==> config.mk <==
export PLATFORM = sky130hd
export DESIGN_NAME = bcd_adjust_unit
export DESIGN_NICKNAME = d
export VERILOG_FILES = /design/src/rtl/bcd_adj_pkg.sv /design/src/rtl/bcd_adj_decode.sv /design/src/rtl/bcd_adj_digit.sv /design/src/rtl/bcd_adj_seq.sv /design/src/rtl/bcd_adjust_unit.sv
export SDC_FILE = /design/constraint.sdc
export NUM_CORES = 1
export LEC_CHECK = 0
export ABC_AREA = 0
export BUFFER_PORTS_ARGS = -buffer_cell sky130_fd_sc_hd__buf_4
export CAP_MARGIN = 20
export CORE_UTILIZATION = 50
export CTS_CLUSTER_DIAMETER = 200
export DETAILED_ROUTE_END_ITERATION = 6
export HOLD_SLACK_MARGIN = 0.12
export PLACE_DENSITY = 0.92
export SLEW_MARGIN = 10
export SYNTH_ARGS = -nofsm -noshare
export SYNTH_HDL_FRONTEND = slang
export SYNTH_SLANG_ARGS = --single-unit
==> constraint.sdc <==
create_clock -name clk -period 2.7 [get_ports clk]
set_input_delay 0.54 -clock clk [delete_from_list [all_inputs] [get_ports clk]]
set_output_delay 0.54 -clock clk [all_outputs]
set_load 0.01 [all_outputs]
==> src/rtl/bcd_adj_pkg.sv <==
package bcd_adj_pkg;

    localparam int OPC_W = 7;
    localparam logic [OPC_W-1:0] OPC_ADJUST = 7'b0010111;

    typedef enum logic [2:0] {
        PH_IDLE  = 3'd0,
        PH_DEC   = 3'd1,
        PH_READ  = 3'd2,
        PH_EXEC  = 3'd3,
        PH_WRITE = 3'd4
    } phase_e;

endpackage

==> src/rtl/bcd_adj_decode.sv <==
module bcd_adj_decode
    import bcd_adj_pkg::*;
#(
    parameter int ADDR_W = 8,
    localparam int INSTR_W = OPC_W + 1 + ADDR_W
) (
    input  logic [INSTR_W-1:0] instr,
    output logic               hit,
    output logic               mem_only,
    output logic [ADDR_W-1:0]  addr
);
    // opcode in the top bits, destination select just below, address at the bottom
    always_comb begin
        hit      = (instr[INSTR_W-1 -: OPC_W] == OPC_ADJUST);
        mem_only = instr[ADDR_W];
        addr     = instr[ADDR_W-1:0];
    end
endmodule

==> src/rtl/bcd_adj_digit.sv <==
module bcd_adj_digit #(
    parameter int NIB_W = 4,
    parameter int LIMIT = 9,
    parameter int BONUS = 6
) (
    input  logic [NIB_W-1:0] nib,
    input  logic             force_fix,
    output logic [NIB_W-1:0] nib_fixed,
    output logic             fixed
);
    localparam logic [NIB_W-1:0] LIM_V = NIB_W'(LIMIT);
    localparam logic [NIB_W-1:0] ADD_V = NIB_W'(BONUS);

    always_comb begin
        fixed     = force_fix || (nib > LIM_V);
        nib_fixed = fixed ? (nib + ADD_V) : nib;
    end
endmodule

==> src/rtl/bcd_adj_seq.sv <==
module bcd_adj_seq
    import bcd_adj_pkg::*;
(
    input  phase_e cur,
    input  logic   start,
    input  logic   hit,
    output phase_e nxt,
    output logic   accept
);
    always_comb begin
        accept = 1'b0;
        nxt    = cur;
        unique case (cur)
            PH_IDLE: begin
                if (start && hit) begin
                    accept = 1'b1;
                    nxt    = PH_DEC;
                end
            end
            PH_DEC:   nxt = PH_READ;
            PH_READ:  nxt = PH_EXEC;
            PH_EXEC:  nxt = PH_WRITE;
            PH_WRITE: nxt = PH_IDLE;
            default:  nxt = PH_IDLE;
        endcase
    end
endmodule

==> src/rtl/bcd_adjust_unit.sv <==
module bcd_adjust_unit
    import bcd_adj_pkg::*;
#(
    parameter int ADDR_W = 8,
    parameter int DATA_W = 8,
    parameter int NIB_W  = 4,
    localparam int DIGITS  = DATA_W / NIB_W,
    localparam int INSTR_W = OPC_W + 1 + ADDR_W
) (
    input  logic               clk,
    input  logic               rst_n,
    input  logic               start_i,
    input  logic [INSTR_W-1:0] instr_i,
    input  logic [DATA_W-1:0]  acc_i,
    input  logic               carry_i,
    input  logic               dcarry_i,
    output logic [2:0]         phase_o,
    output logic               busy_o,
    output logic [ADDR_W-1:0]  rf_addr_o,
    output logic               rf_rd_en_o,
    output logic               rf_wr_en_o,
    output logic [DATA_W-1:0]  rf_wdata_o,
    output logic               acc_we_o,
    output logic [DATA_W-1:0]  acc_wdata_o,
    output logic               carry_we_o,
    output logic               carry_o
);

    typedef struct packed {
        phase_e              phase;
        logic                mem_only;
        logic [ADDR_W-1:0]   addr;
        logic [DATA_W-1:0]   acc;
        logic                cy;
        logic                dcy;
        logic [DATA_W-1:0]   res;
        logic                cout;
    } state_t;

    state_t s_d, s_q;

    logic              dec_hit, dec_mem_only, accept_w;
    logic [ADDR_W-1:0] dec_addr;
    phase_e            phase_nxt_w;
    logic [DATA_W-1:0] fix_w;
    logic [DIGITS-1:0] adj_w, force_w;

    bcd_adj_decode #(.ADDR_W(ADDR_W)) i_decode (
        .instr    (instr_i),
        .hit      (dec_hit),
        .mem_only (dec_mem_only),
        .addr     (dec_addr)
    );

    bcd_adj_seq i_seq (
        .cur    (s_q.phase),
        .start  (start_i),
        .hit    (dec_hit),
        .nxt    (phase_nxt_w),
        .accept (accept_w)
    );

    // one corrector per digit; the lowest digit takes digit-carry, the highest takes carry
    for (genvar g = 0; g < DIGITS; g++) begin : g_digit
        if (g == 0) begin : g_lo
            assign force_w[g] = s_q.dcy;
        end else if (g == DIGITS-1) begin : g_hi
            assign force_w[g] = s_q.cy;
        end else begin : g_mid
            assign force_w[g] = 1'b0;
        end

        bcd_adj_digit #(.NIB_W(NIB_W)) i_digit (
            .nib       (s_q.acc[g*NIB_W +: NIB_W]),
            .force_fix (force_w[g]),
            .nib_fixed (fix_w[g*NIB_W +: NIB_W]),
            .fixed     (adj_w[g])
        );
    end

    always_comb begin
        s_d       = s_q;
        s_d.phase = phase_nxt_w;
        if (accept_w) begin
            s_d.mem_only = dec_mem_only;
            s_d.addr     = dec_addr;
            s_d.acc      = acc_i;
            s_d.cy       = carry_i;
            s_d.dcy      = dcarry_i;
        end
        if (s_q.phase == PH_EXEC) begin
            s_d.res  = fix_w;
            s_d.cout = adj_w[DIGITS-1];
        end
    end

    always_ff @(posedge clk or negedge rst_n) begin
        if (!rst_n) begin
            s_q <= '{phase: PH_IDLE, default: '0};
        end else begin
            s_q <= s_d;
        end
    end

    always_comb begin
        phase_o     = s_q.phase;
        busy_o      = (s_q.phase != PH_IDLE);
        rf_addr_o   = s_q.addr;
        rf_rd_en_o  = (s_q.phase == PH_READ);
        rf_wr_en_o  = (s_q.phase == PH_WRITE);
        rf_wdata_o  = s_q.res;
        acc_we_o    = (s_q.phase == PH_WRITE) && !s_q.mem_only;
        acc_wdata_o = s_q.res;
        carry_we_o  = (s_q.phase == PH_WRITE);
        carry_o     = s_q.cout;
    end

endmodule

==> metrics.md, run 1 <==
| Metric | Value |
|---|---|
| Crit path time final | `slightly above 2000 ps` |
| Met2 usage in global routing | `35.14%` |
| Internal power | `a little under 1 mW` |
| Post-Synthesis Cells | `140` |
| RR Endpoint | `s_q[11]$_DFFE_PN0P_` |
| Vias per cell | `~5` |
| Adder-cell share of the synthesized area | `~1.6%` |
| Final period utilization | `74.62%` |
| H-Tree Depth | `2` |
| Reg area | `around 780 um^2` |
| Syn_area_per_cell | `around 11 um^2` |
| Static Leak | `1.048 nW` |
| Slew headroom | `approximately 67%` |
| Multi-input logic area | `554.3 um^2` |
| Nets | `210` |
| Worst Setup End Kind | `output pin` |
| Max Clk Rate | `a little under 0.5 GHz` |
| Setup_tns | `0 ps` |
| CTS Hold Buffers Added | `0` |
| DR pass1 iterations | `4` |
| Routing usage on met3 | `under 10%` |
| Psw | `a little under 500 uW` |
| Reg2Reg Launch Point | `phase_o[0]$_DFFE_PN0P_` |
| Clock Power Share | `between 15 and 20%` |
| RSZ-0062 raised after global routing | `no` |
| CP Data Required Time | `~2200 ps` |
| Final Setup Violations | `0` |
| Initial antenna violation count | `0` |
| Post-synthesis simple-gate area fraction | `a little over a tenth` |
| Slew @ Worst Pin | `between 400 and 500 ps` |
| PortBufs | `between 60 and 70` |
| Setup crit end | `busy_o` |
| Non-filler cells, final | `224` |
| Syn. warnings | `0` |
| Clock root cell | `clkbuf_4` |
| DRC Markers | `0` |
| Rows | `20` |
| Crit-path max FO | `8` |
| Via count | `1,121` |
| Netlist cell types | `30` |
| Sequential fraction of design power | `45.3%` |
| Fraction of layout cells with a size suffix above 1 | `approximately 50%` |
| Largest family of logic cells by synthesized area | `buffers and inverters` |
| Kind of critical path | `register to output pin` |
| Status | `finished, final reports clean` |
| Fillcell total | `247` |
| Gr usage total | `19.90%` |
| Arr. time, crit path | `1470 ps` |
| Final wirelength | `a little under 3000 um` |
| # Max-Cap Violations | `0` |
| DP Wirelength | `2294 um` |
| Max Root-Sink Buffers | `2` |
| Die Width | `approximately 58 um` |
| DRT iter0 DRCs | `26` |
| Compound-gate portion of the synthesized area | `under 10%` |
| Xor/xnor share of the synthesized area | `0.5538%` |
| Number of global-route vias before repair | `1,205` |
| Busiest metal layer after global routing | `met2` |
| Clk_skew | `~9.8 ps` |
| Starting Density | `52.23%` |
| Post-synthesis sequential area ratio | `about half` |
| Mux contribution to synthesized area | `a little over an eighth` |
| CTS tree | `yes` |
| R2R Setup Slk | `a little under 900 ps` |
| Hold Path Class | `input pin to asynchronous set/reset pin` |
| Core Area | `3028 um^2` |
| CTS clk-pin slew, worst paths | `about 90 ps` |
| GRT met1 Usage | `20.53%` |
| PD cells | `about 760 nW/um^2` |
| Chip height | `between 50 and 60 um` |
| Endpoints failing hold | `0` |
| Die area | `approximately 3400 um^2` |
| Num ports | `62` |
| FF-to-FF path depth | `4` |
| Logic gate share of total power | `37.6%` |
| Syn Nets | `approximately 170` |
| CTS buffer count | `5` |
| Worst skew pair latency | `around 330 ps` |
| VDD IR max | `about 370 uV` |
| CP Launch Point | `phase_o[0]$_DFFE_PN0P_` |
| GP Congestion | `~0.83` |
| Switching share of power | `between 30% and 40%` |
| First-pass GRT wire length | `around 4900 um` |
| N_diodes | `0` |
| DRT antenna net count | `0` |
| Placed Cells | `around 220` |
| Worst setup SP type | `register` |
| Largest net degree at the start of global routing | `32` |
| Setup Buffers After CTS | `0` |
| Syn-to-layout area delta | `21.84%` |
| CTS resizes | `0` |
| Flops & latches, synth | `31` |
| Max-slew violations | `0` |
| Grt ovf | `0` |
| Clock Sinks | `31` |
| Wirelength per Cell | `roughly 13 um` |
| Cell Area, Synth | `~1600 um^2` |
## worst min-delay path by stage
stage,cells after the start,slack [ps],end,from
after global placement,2,450,acc_wdata_o[4]$_DFFE_PN0P_,s_q[15]$_DFFE_PN0P_
after floorplan,0,240,acc_wdata_o[0]$_DFFE_PN0P_,rst_n
after global routing,1,130,acc_wdata_o[3]$_DFFE_PN0P_,rst_n
after CTS,1,120,acc_wdata_o[2]$_DFFE_PN0P_,rst_n
after detailed placement,2,450,acc_wdata_o[4]$_DFFE_PN0P_,s_q[15]$_DFFE_PN0P_
final,1,120,acc_wdata_o[2]$_DFFE_PN0P_,rst_n
## placed cells by master, fill, tap and decap left out, types with 2 or more instances in the layout
cell and count:
o311a_1 2, dfrtp_1 31, clkbuf_1 2, mux2_2 19, buf_4 62, nand3_1 2, ha_1 2, o31ai_1 2
inv_1 7, a21oi_1 4, nand2_1 14, o21ai_0 4, nor2_1 5, a211o_1 2, o21a_1 2, clkbuf_4 5
## Yosys cell counts
cell	instances	share of area [%]
nand3b_1	1	0.47
o31ai_1	2	0.95
ha_1	2	1.6
clkbuf_1	1	0.24
o21ai_0	4	1.3
or3_2	1	0.47
buf_6	1	0.71
nand2b_1	1	0.40
dfrtp_1	31	49
nor3b_1	1	0.47
mux2_2	19	14
nor4_4	1	1.3
nand2_1	14	3.3
a22o_1	1	0.55
inv_1	7	1.7
a211o_1	2	1.1
nand4bb_1	1	0.71
buf_4	28	13
or2_4	1	0.55
a211oi_1	1	0.47
o21a_1	2	0.95
o311a_1	2	1.3
o21bai_1	1	0.47
o32ai_1	1	0.55
a21oi_1	4	1.3
nor2b_1	1	0.40
nand3_1	2	0.63
nand4b_1	1	0.55
nor2_1	5	1.2
xnor2_1	1	0.55
## flip-flops by register name, summed over array words and instances (netlist names)
signal       cells
phase_o          3
carry_o          1
force_w          2
rf_addr_o        8
s_q              9
acc_wdata_o      8
## critical path, stage by stage (launching register included)
cell and delay, ps:
dfrtp_1 490, or3_2 500, buf_4 150
## logic make-up after synthesis
group,count (synthesis)
buffers and inverters,37
DFF,31
and+or+nand+nor,30
AOI/OAI and AO/OA,20
muxes,19
adders and majority gates,2
xor gates and xnor gates,1
## metal layers
metal | wire length (um) | share of wire (%) | vias to the layer above
met5 | 0 | 0 | -
met4 | 50 | 1.7 | 0
met3 | 202 | 6.8 | 6
met2 | 1585 | 53 | 49
met1 | 1131 | 38 | 532
li1 | - | - | 534
## final cells by class
class,instances,area share (%)
Multi-Input combinational cell,72,28.77
Inverter,7,1.364
Sequential cell,31,40.26
Clock inverter,1,0.2597
Clock buffer,7,2.338
Tap cell,44,2.857
Timing Repair Buffer,62,24.16
## power groups by stage
| stage | registers, mW | logic (mW) | clock network [mW] |
|---|---|---|---|
| 2_1_floorplan | 0.646 | 0.430 | 0 |
| 3_3_place_gp | 0.663 | 0.539 | 0 |
| 4_1_cts | 0.663 | 0.555 | 0.262 |
| 5_1_grt | 0.679 | 0.603 | 0.284 |
| 6_report | 0.662 | 0.549 | 0.249 |
| 3_5_place_dp | 0.673 | 0.554 | 0 |
## per-stage QoR
| step | setup WS [ps] | hold slack (ps) | total power, mW | instance area [um^2] | utilization [%] |
|---|---|---|---|---|---|
| floorplan | 775.9 | 244.4 | 1.076 | 1582 | - |
| global placement | 831.7 | 448.9 | 1.202 | 1877 | 61.98 |
| detailed placement | 735.8 | 449.9 | 1.227 | 1877 | 61.98 |
| CTS | 676.2 | 123.4 | 1.480 | 1927 | 63.64 |
| global route | 565.0 | 132.4 | 1.565 | 1927 | 63.64 |
| finish | 685.2 | 117.0 | 1.460 | 1927 | 63.64 |
No activity file was read; power rests on OpenSTA's default activity.
==> inputs of run 2 (changes only) <==
--- a/config.mk
+++ b/config.mk
@@ -8,11 +8,11 @@
 export ABC_AREA = 0
 export BUFFER_PORTS_ARGS = -buffer_cell sky130_fd_sc_hd__buf_4
 export CAP_MARGIN = 20
-export CORE_UTILIZATION = 50
+export CORE_UTILIZATION = 48
 export CTS_CLUSTER_DIAMETER = 200
 export DETAILED_ROUTE_END_ITERATION = 6
 export HOLD_SLACK_MARGIN = 0.12
-export PLACE_DENSITY = 0.92
+export PLACE_DENSITY = 0.89
 export SLEW_MARGIN = 10
 export SYNTH_ARGS = -nofsm -noshare
 export SYNTH_HDL_FRONTEND = slang
==> constraint.sdc (replaced) <==
create_clock -name clk -period 2 [get_ports clk]
set_input_delay 0.4 -clock clk [delete_from_list [all_inputs] [get_ports clk]]
set_output_delay 0.4 -clock clk [all_outputs]
set_load 0.01 [all_outputs]
==> metrics.md, run 2 (synthesis gave the netlist of run 1 again) <==
| Metric | Value |
|---|---|
| Status | `finished, final reports clean` |
| Crit path time final | `1877 ps` |
| Slew @ Worst Pin | `~510 ps` |
| Starting Density | `slightly above 50%` |
| Largest reg by FF count | `s_q` |
| Nets | `211` |
| RR Endpoint | `s_q[17]$_DFFE_PN0P_` |
| Vias per cell | `5.160` |
| PortBufs | `just over 60` |
| Met2 usage in global routing | `roughly a third` |
| Chip height | `between 50 and 60 um` |
| Crit-path max FO | `7` |
| GP Congestion | `approximately 0.82` |
| Gr usage total | `around a fifth` |
| Clock Sinks | `31` |
| RSZ-0062 raised after global routing | `no` |
| H-Tree Depth | `2` |
| Final period utilization | `93.87%` |
| Fraction of layout cells with a size suffix above 1 | `about half` |
| Setup Buffers After CTS | `0` |
| Arr. time, crit path | `1480 ps` |
| Wirelength per Cell | `between 10 and 15 um` |
| CP Launch Point | `phase_o[1]$_DFFE_PN0P_` |
| CTS tree | `yes` |
| Worst setup SP type | `register` |
| Static Leak | `1.064 nW` |
| DP Wirelength | `approximately 2200 um` |
| PD cells | `roughly 1000 nW/um^2` |
| Kind of critical path | `register to output pin` |
| GRT met1 Usage | `20.23%` |
| Via count | `roughly 1.2k` |
| First-pass GRT wire length | `4947 um` |
| Die Width | `between 50 and 60 um` |
| Most frequent cells in the layout | `61 x buf_4, 31 x dfrtp_1, 19 x mux2_2` |
| Routing usage on met3 | `under 10%` |
| Worst Setup End Kind | `output pin` |
| FF-to-FF path depth | `4` |
| DRT antenna net count | `0` |
| Final Setup Violations | `0` |
| Max-slew violations | `0` |
| CTS clk-pin slew, worst paths | `around 90 ps` |
| Rows | `20` |
| Endpoints failing hold | `0` |
| Setup crit end | `acc_we_o` |
| Core Area | `~3100 um^2` |
| Placed cell area | `1889 um^2` |
| DRC Markers | `0` |
| Hold Path Class | `input pin to register` |
| Max Clk Rate | `about 0.53 GHz` |
| Clock root cell | `clkbuf_4` |
| VDD IR max | `~540 uV` |
| Number of global-route vias before repair | `roughly 1.2k` |
| R2R Setup Slk | `approximately 260 ps` |
| Setup_tns | `0 ps` |
| Largest net degree at the start of global routing | `32` |
| Reg2Reg Launch Point | `phase_o[0]$_DFFE_PN0P_` |
| Max Root-Sink Buffers | `2` |
| Syn-to-layout area delta | `24.45%` |
| DR pass1 iterations | `4` |
| CTS buffer count | `5` |
| Worst skew pair latency | `roughly 330 ps` |
| CP Data Required Time | `between 1500 and 2000 ps` |
| Grt ovf | `0` |
| Max reg flops | `9` |
| DRT iter0 DRCs | `33` |
| Num ports | `62` |
| Slew headroom | `around 66%` |
| Final wirelength | `3024 um` |
| # Max-Cap Violations | `0` |
| Cell area after layout | `between 1500 and 2000 um^2` |
| N_diodes | `0` |
| Die area | `between 3000 and 4000 um^2` |
| Busiest metal layer after global routing | `met2` |
| Most common cell after layout, fill and taps aside | `buf_4` |
| Initial antenna violation count | `0` |
| Clk_skew | `5.498 ps` |
[run 2: how the worst min path moves through the flow]
stage / start / to / slack (ps) / depth (start not counted)
after floorplan: rst_n / acc_wdata_o[0]$_DFFE_PN0P_ / 100 / 0
after global placement: rst_n / acc_wdata_o[2]$_DFFE_PN0P_ / 340 / 1
after detailed placement: rst_n / acc_wdata_o[3]$_DFFE_PN0P_ / 350 / 1
after CTS: acc_i[7] / s_q[18]$_DFFE_PN0P_ / 290 / 2
after global routing: instr_i[7] / rf_addr_o[7]$_DFFE_PN0P_ / 280 / 2
final: acc_i[7] / s_q[18]$_DFFE_PN0P_ / 300 / 2
[run 2: final cells by class]
cell class	count	area [um^2]
multi-input combinational	72	554.3
sequential	31	775.7
tap	44	55.05
inverter	7	26.28
timing repair buffer	63	488.0
clock buffer	8	68.82
fill	254	1110
[run 2: power by group]
part	internal, mW	switching [mW]
sequential	0.753	0.140
combinational	0.413	0.335
clock	0.207	0.205
[run 2: critical path: stages, from the launching register on]
cell and delay (ps):
dfrtp_1 490, nor3b_1 340, nor2b_1 180, buf_4 130
[run 2: timing repair]
action	4_1_cts	5_1_grt
endpoints found under the hold margin	31	0
resized for setup	0	0
hold buffers	1	0
setup endpoints to repair	0	0
[run 2: per-stage QoR]
| stage | hold slack (ps) | utilization, % | power (mW) | setup slack, ps | std cells |
|---|---|---|---|---|---|
| finish | 296.3 | 63.94 | 2.052 | 122.6 | 225 |
| global route | 277.2 | 63.94 | 2.182 | 38.14 | 225 |
| CTS | 285.2 | 63.94 | 2.075 | 81.40 | 225 |
| detailed placement | 354.3 | 61.38 | 1.658 | 267.6 | 216 |
| global placement | 342.1 | 61.38 | 1.624 | 308.5 | 216 |
| floorplan | 104.4 | - | 1.453 | 117.8 | 140 |
[run 2: layer usage]
metal	share of wire, %	vias to the layer above
li1	-	536
met1	40	560
met2	50	55
met3	7.8	10
met4	2.9	0
met5	0	-
==> inputs of run 3 (changes only) <==
--- a/config.mk
+++ b/config.mk
@@ -12,7 +12,7 @@
 export CTS_CLUSTER_DIAMETER = 200
 export DETAILED_ROUTE_END_ITERATION = 6
 export HOLD_SLACK_MARGIN = 0.12
-export PLACE_DENSITY = 0.89
+export PLACE_DENSITY = 0.79
 export SLEW_MARGIN = 10
 export SYNTH_ARGS = -nofsm -noshare
 export SYNTH_HDL_FRONTEND = slang
==> metrics.md, run 3 (synthesis gave the netlist of run 1 again) <==
| Metric | Value |
|---|---|
| DRC Markers | `0` |
| Largest net degree at the start of global routing | `32` |
| Initial antenna violation count | `0` |
| PD cells | `1018 nW/um^2` |
| Starting Density | `around 51%` |
| Largest stage delay, worst path | `about 500 ps` |
| First-pass GRT wire length | `approximately 4700 um` |
| Multi-input logic area | `559.3 um^2` |
| Via count | `between 1k and 1.5k` |
| Setup_tns | `0 ps` |
| DRT antenna net count | `0` |
| CTS buffer count | `5` |
| Clock root cell | `clkbuf_4` |
| Most common cell after layout, fill and taps aside | `buf_4` |
| Grt ovf | `0` |
| Setup Buffers After CTS | `0` |
| Kind of critical path | `register to output pin` |
| Endpoints failing hold | `0` |
| Most frequent cells in the layout | `61 x buf_4, 31 x dfrtp_1, 19 x mux2_2` |
| Hold Path Class | `input pin to register` |
| Max Root-Sink Buffers | `2` |
| CTS tree | `yes` |
| Slew headroom | `just under 70%` |
| Final period utilization | `about 92%` |
| PortBufs | `between 60 and 70` |
| Syn-to-layout area delta | `23.97%` |
| Vias per cell | `~5` |
| Worst setup SP type | `register` |
| Nets | `211` |
| Clock Sinks | `31` |
| Num ports | `62` |
| Max-slew violations | `0` |
| Slew @ Worst Pin | `approximately 470 ps` |
| CP Data Required Time | `~1600 ps` |
| # Max-Cap Violations | `0` |
| Reg area | `775.7 um^2` |
| H-Tree Depth | `2` |
| GP Congestion | `between 0.7 and 0.8` |
| Arr. time, crit path | `about 1400 ps` |
| CTS clk-pin slew, worst paths | `~90 ps` |
| Crit-path leading delay family | `flip-flops` |
| DP Wirelength | `~2200 um` |
| Fillcell total | `roughly 270` |
| Crit path time final | `roughly 1800 ps` |
| VDD IR max | `roughly 420 uV` |
| DRT iter0 DRCs | `31` |
| Number of global-route vias before repair | `1,067` |
| Max Clk Rate | `about 0.54 GHz` |
| Rows | `20` |
| Worst Setup End Kind | `output pin` |
| Slowest CP cell | `dfrtp_1` |
| Crit path buffers/inverters | `1` |
| Wirelength per Cell | `between 10 and 15 um` |
| Chip height | `between 50 and 60 um` |
| Fraction of layout cells with a size suffix above 1 | `51.11%` |
| Worst skew pair latency | `roughly 310 ps` |
| Non-filler cells, final | `~220` |
| Static Leak | `approximately 1.1 nW` |
| N_diodes | `0` |
| Largest reg by FF count | `s_q` |
| Crit-path max FO | `7` |
| Worst-path cell chain | `or3_2 > buf_4` |
| Clk_skew | `between 4 and 5 ps` |
| Final Setup Violations | `0` |
| Final wirelength | `roughly 2900 um` |
| Gr usage total | `18.60%` |
| DR pass1 iterations | `5` |
| RSZ-0062 raised after global routing | `no` |
| Placed Cells | `~220` |
| Die Width | `59.40 um` |
| Die area | `between 3000 and 4000 um^2` |
| Status | `finished, final reports clean` |
| Core Area | `a little over 3000 um^2` |
| Max reg flops | `9` |
[run 3: cell types whose count changed in the layout (fill, tap and decap cells not counted), sizes merged]
cell / previous run / this run
clkinv: 0 / 1
clkbuf: 8 / 6
[run 3: final cells by class]
class / count / area share [%]
Clock buffer: 6 / 2.616
Clock inverter: 1 / 0.2553
Inverter: 7 / 1.340
Multi-Input combinational cell: 72 / 28.53
Sequential cell: 31 / 39.57
Tap cell: 44 / 2.808
Timing Repair Buffer: 63 / 24.89
[run 3: metrics by stage]
step | hold slack, ps | util (%) | worst slack (ps) | power (mW) | area (um^2)
3_5_place_dp | 351.4 | 61.38 | 225.0 | 1.656 | 1889
3_3_place_gp | 345.2 | 61.38 | 283.1 | 1.623 | 1889
5_1_grt | 287.1 | 63.70 | 97.58 | 2.132 | 1961
6_report | 310.8 | 63.70 | 159.4 | 1.995 | 1961
4_1_cts | 301.0 | 63.54 | 15.12 | 2.013 | 1956
2_1_floorplan | 104.4 | - | 117.8 | 1.453 | 1582
[run 3: power by group]
group	internal, mW	switching (mW)	total [mW]
Clock	0.163	0.195	0.358
Combinational	0.414	0.327	0.742
Sequential	0.753	0.143	0.896
[run 3: routing by layer]
layer | vias to the layer above | GRT usage, % | part of all wire (%)
met5 | - | 0 | 0
met3 | 2 | 6.550 | 7.5
li1 | 535 | - | -
met4 | 0 | 6.122 | 0.59
met2 | 55 | 31.14 | 51
met1 | 532 | 22.22 | 41
[run 3: repair_timing]
item / in CTS / in global routing
hold endpoints to repair: 31 / 0
setup endpoints to repair: 0 / 1
gates resized for setup: 0 / 1
hold buffers: 1 / 0
[run 3: worst paths after layout]
kind | start | to | slack (ps) | cells after the start
worst max register to register | phase_o[0]$_DFFE_PN0P_ | s_q[12]$_DFFE_PN0P_ | 220 | 4
worst min register to register | s_q[15]$_DFFE_PN0P_ | acc_wdata_o[4]$_DFFE_PN0P_ | 480 | 2
worst max-delay path | phase_o[1]$_DFFE_PN0P_ | busy_o | 160 | 2
min in group asynchronous | rst_n | s_q[11]$_DFFE_PN0P_ | 550 | 2
worst min-delay path | acc_i[0] | s_q[11]$_DFFE_PN0P_ | 310 | 2
max in group asynchronous | rst_n | acc_wdata_o[7]$_DFFE_PN0P_ | 1180 | 2
